## src/rtl/hostport_pkg.sv

```systemverilog
package hostport_pkg;

    localparam int DATA_W = 12;
    localparam int WORD_W = DATA_W + 1;
    localparam int NFLAGS = 2;

    typedef enum logic {
        CONV_CELLBUS = 1'b0,
        CONV_CASCADE = 1'b1
    } conv_e;

    typedef struct packed {
        logic              sc;
        logic [DATA_W-1:0] data;
    } hword_t;

    // converts between an active-high level and the pin level of a convention
    function automatic logic pin_level(input logic lvl, input conv_e conv);
        return (conv == CONV_CASCADE) ? lvl : ~lvl;
    endfunction

endpackage

```

## src/rtl/hp_select.sv

```systemverilog
module hp_select
    import hostport_pkg::*;
(
    input  logic  clk,
    input  logic  rst,
    input  conv_e conv,
    input  logic  addr_match,
    input  logic  en_pin,
    output logic  wr_go
);
    logic en_act;
    logic sel_q;

    assign en_act = pin_level(en_pin, conv);
    assign wr_go  = en_act && (sel_q || addr_match);

    always_ff @(posedge clk) begin
        if (rst) sel_q <= 1'b0;
        else     sel_q <= wr_go;
    end
endmodule

```

## src/rtl/hp_capture.sv

```systemverilog
module hp_capture
    import hostport_pkg::*;
(
    input  logic   clk,
    input  logic   rst,
    input  conv_e  conv,
    input  logic   wr_go,
    input  hword_t bus,
    input  logic   buf_full,
    output logic   strobe,
    output hword_t word
);
    logic pend_q;
    logic take_now;

    assign take_now = (conv == CONV_CASCADE) ? pend_q : wr_go;

    always_ff @(posedge clk) begin
        if (rst) begin
            pend_q <= 1'b0;
            strobe <= 1'b0;
        end else begin
            pend_q <= (conv == CONV_CASCADE) && wr_go;
            strobe <= take_now && !buf_full;
        end
    end

    always_ff @(posedge clk) begin
        if (take_now && !buf_full) word <= bus;
    end
endmodule

```

## src/rtl/hp_flags.sv

```systemverilog
module hp_flags
    import hostport_pkg::*;
(
    input  conv_e             conv,
    input  logic [NFLAGS-1:0] lvl,
    output logic [NFLAGS-1:0] pin
);
    for (genvar i = 0; i < NFLAGS; i++) begin : g_flag
        assign pin[i] = pin_level(lvl[i], conv);
    end
endmodule

```

## src/rtl/hostport_tx.sv

```systemverilog
module hostport_tx
    import hostport_pkg::*;
(
    input  logic              clk,
    input  logic              rst,
    input  logic              cascade_mode,
    input  logic              addr_match,
    input  logic              host_en,
    input  logic [DATA_W-1:0] host_data,
    input  logic              host_sc,
    input  logic              buf_full,
    input  logic              buf_empty,
    output logic              host_full,
    output logic              host_empty,
    output logic              wr_strobe,
    output logic [WORD_W-1:0] wr_word
);
    conv_e             conv;
    logic              go_w;
    hword_t            bus_w;
    hword_t            word_w;
    logic [NFLAGS-1:0] flag_lvl;
    logic [NFLAGS-1:0] flag_pin;

    assign conv     = conv_e'(cascade_mode);
    assign bus_w    = '{sc: host_sc, data: host_data};
    assign flag_lvl = {buf_empty, buf_full};

    hp_select u_sel (
        .clk        (clk),
        .rst        (rst),
        .conv       (conv),
        .addr_match (addr_match),
        .en_pin     (host_en),
        .wr_go      (go_w)
    );

    hp_capture u_cap (
        .clk      (clk),
        .rst      (rst),
        .conv     (conv),
        .wr_go    (go_w),
        .bus      (bus_w),
        .buf_full (buf_full),
        .strobe   (wr_strobe),
        .word     (word_w)
    );

    hp_flags u_flg (
        .conv (conv),
        .lvl  (flag_lvl),
        .pin  (flag_pin)
    );

    assign wr_word    = word_w;
    assign host_full  = flag_pin[0];
    assign host_empty = flag_pin[1];
endmodule

```

## config.mk

```make
export PLATFORM = sky130hd
export DESIGN_NAME = hostport_tx
export DESIGN_NICKNAME = d
export VERILOG_FILES = /design/src/rtl/hostport_pkg.sv /design/src/rtl/hp_select.sv /design/src/rtl/hp_capture.sv /design/src/rtl/hp_flags.sv /design/src/rtl/hostport_tx.sv
export SDC_FILE = /design/constraint.sdc
export NUM_CORES = 1
export LEC_CHECK = 0
export BUFFER_PORTS_ARGS = -buffer_cell sky130_fd_sc_hd__buf_2
export CAP_MARGIN = 20
export CORE_MARGIN = 2
export CORE_UTILIZATION = 41
export DETAILED_ROUTE_END_ITERATION = 6
export PLACE_DENSITY = 0.9
export SETUP_SLACK_MARGIN = 0.4
export SLEW_MARGIN = 10
export SYNTH_ARGS = -nofsm -noshare
export SYNTH_HDL_FRONTEND = slang
export SYNTH_SLANG_ARGS = --single-unit
```

## constraint.sdc

```tcl
create_clock -name clk -period 2.8 [get_ports clk]
set_clock_uncertainty 0.05 [all_clocks]
set_input_delay 0.7 -clock clk [delete_from_list [all_inputs] [get_ports clk]]
set_output_delay 0.7 -clock clk [all_outputs]
set_load 0.01 [all_outputs]
```

==> key figures <==
Run status
  • Status: finished, final reports clean

Logic synthesis
  • Synthesized Nets: 47
  • Syn avg cell area: 19.8 sq um
  • Netlist Area Pre-Place: 534 sq um
  • Seq/Total Area, Yosys: 84.3%
  • Ys Warns: 0
  • Share of the synthesized area in the top cell type: ~73%
  • Cells after synthesis: 27
  • Yosys top cell by area: edfxtp_1
  • Yosys cell types: 10
  • Yosys reg bits: 16
  • Synth top area cells: edfxtp_1, dfxtp_1, nor3_2, xnor2_1, buf_6

Pwr
  • Int Pwr: 0.364 mW
  • Psw: 0.0852 mW
  • Worst vdd ir: 0.435 mV
  • Sequential share of power: 59.4%
  • Comb power frac: 8.5%
  • Total Power: 0.449 mW
  • PwrDens: around 590 mW/mm^2
  • Static leakage: 0.331 nW
  • Clock share of power: 32.1%
  • Net Sw Frac: a little under a fifth

Floorplanning
  • # rows: 13
  • Core ar.: 0.00125 sq mm
  • Initial Util: 42.7%
  • Die footprint: between 0.0015 and 0.002 sq mm
  • Die width: between 40 and 50 um
  • Die height: 40.1 um
  • IO Count: 36

Worst hold path
  • Hold crit path type: reg -> reg

Drt
  • Routed Antenna Nets: 0
  • DRT iter0 DRCs: 7
  • 1st-pass router iterations: 4
  • Wire per inst: ~11 um
  • Remaining DRCs: 0
  • DR vias/cell: 4.28
  • Vias: 347
  • Overall routed net length: 855 um

Timing
  • Min Tclk post-route: 1880 ps
  • Max transition margin: between 80% and 90%
  • Fin crit share: 67.2%
  • Fin. max-slew vios: 0
  • Setup TNS: 0 ps
  • Fin. Hold Viols: 0
  • Fmax: 0.532 GHz
  • Worst Max-Slew Pin Slew: between 150 and 200 ps
  • Final setup viols: 0
  • Setup slack after layout: about 900 ps
  • RSZ-0062 raised after global routing: no

Critical path
  • WP data arrival: 1130 ps
  • CP max stage delay: 150 ps
  • FF-to-FF Start: u_sel.sel_q
  • CP most frequent cell: buf_2
  • CP Max Fanout: 6
  • CP Capture Point: host_empty
  • Critical Path RT: 2050 ps
  • Worst r2r path cells: 4
  • Setup crit end kind: primary output
  • Crit-path cells: buf_2 > xnor2_1 > buf_2
  • CP max-delay cell: xnor2_1
  • CP Depth: 3
  • Crit path launch type: input port
  • Reg-to-reg slack, setup: 1520 ps
  • Reg2reg end: u_cap.word[11]
  • Largest delay share family, worst path: buffers and inverters
  • Buf/Inv on CP: 2
  • Setup CP Type: in -> out
  • Worst Setup SP: cascade_mode

Clock tree
  • CTS tree: done
  • Worst-Skew Late Latency: 270 ps
  • Setup Buffers After CTS: 0
  • Post-cts hold buffer count: 0
  • Post-CTS sizing: 0
  • Clk slew on worst S/H paths: ~90 ps
  • Maximum clock path buffer count: 2
  • CTS Root Cell: clkbuf_4
  • # H-tree levels: 1
  • # clock sinks: 16
  • Total CTS buffers: 3

Run
  • MaxCap Viol Count: 0

Layout
  • Layout cells sized above 1: approximately 64%
  • Area delta synth->final: 42.4%
  • Fillers: around 100
  • Final net count: 87
  • Finished Layout Cells: 81
  • Core Util, Final: 60.7%
  • # diodes: 0

Global route
  • Global-route wire length before repair: around 1200 um
  • Vias in the first global route: 300
  • Largest net degree at the start of global routing: 14
  • GRT overflow: 0
  • Total global-route track usage: 12.1%
  • Initial antenna violation count: 0

Placed design
  • Final HPWL DP: 701 um
  • IO buf count: 35
  • Cells after DPL: 77
  • Dpl ws: ~920 ps
  • Routability cong.: 0.688
## cells in the final DEF (no fill, tap or decap), drive strengths merged
cell type and n:
edfxtp 13, nor2 2, buf 36, xor2 1, nor3 2, clkbuf 4
xnor2 2, dfxtp 3, and2 1, nand2 1, o31a 1
## synth_stat cells
library cell	n
buf_6	1
and2_1	1
nor3_2	2
nand2_1	1
nor2_1	2
o31a_1	1
xnor2_1	2
edfxtp_1	13
dfxtp_1	3
xor2_1	1
## power by group through the flow
stage | clock network [mW] | registers, mW | logic, mW
3_3_place_gp | 0 | 0.272 | 0.0382
4_1_cts | 0.149 | 0.267 | 0.0390
6_report | 0.144 | 0.267 | 0.0384
3_5_place_dp | 0 | 0.272 | 0.0389
5_1_grt | 0.161 | 0.267 | 0.0422
2_1_floorplan | 0 | 0.275 | 0.0137
## routing by layer
layer,part of all wire (%),track usage [%]
met1,38,12.8
met2,50,17.7
met3,9.1,6.67
met4,2.2,9.48
met5,0,0
## how the worst min path moves through the flow
stage	depth (start not counted)	slack, ps	startpoint	to
2_1_floorplan	2	470	u_sel.sel_q	u_sel.sel_q
3_3_place_gp	2	500	u_sel.sel_q	u_sel.sel_q
3_5_place_dp	2	510	u_sel.sel_q	u_sel.sel_q
4_1_cts	2	520	u_sel.sel_q	u_sel.sel_q
5_1_grt	1	520	host_data[11]	u_cap.word[11]
6_report	2	510	u_sel.sel_q	u_sel.sel_q
## metrics by stage
stage,hold WS [ps],cell area [sq um]
3_3_place_gp,497,724
2_1_floorplan,467,534
3_5_place_dp,506,724
6_report,511,761
5_1_grt,520,761
4_1_cts,518,761
## tightest hold or removal path: stages (launching register included)
cell,delay (ps)
dfxtp_1,310
nor2_1,140
nor3_2,70
## final cells by class
| type | instances | area (sq um) | share of cell area, % |
|---|---|---|---|
| multi-input combinational | 10 | 72.6 | 9.54 |
| timing repair buffer | 36 | 183 | 24.0 |
| tap | 15 | 18.8 | 2.47 |
| sequential | 16 | 450 | 59.2 |
| clock buffer | 4 | 36.3 | 4.77 |
## flip-flops by register name (all words and copies together), names as in the netlist
| register | count |
|---|---|
| u_sel.sel_q | 1 |
| u_cap.pend_q | 1 |
| u_cap.word | 13 |
| u_cap.strobe | 1 |
## kinds of logic (layout without fill, tap and decap cells)
kind of cell	count (synthesis)	in the layout	synth area share, %
AND/OR/NAND/NOR	6	6	7.03
XOR/XNOR	3	3	4.92
flip-flops	16	16	84.3
AO/OA/AOI/OAI	1	1	1.64
buffers and inverters	1	40	2.11
Power figures use the tool's default switching activity.
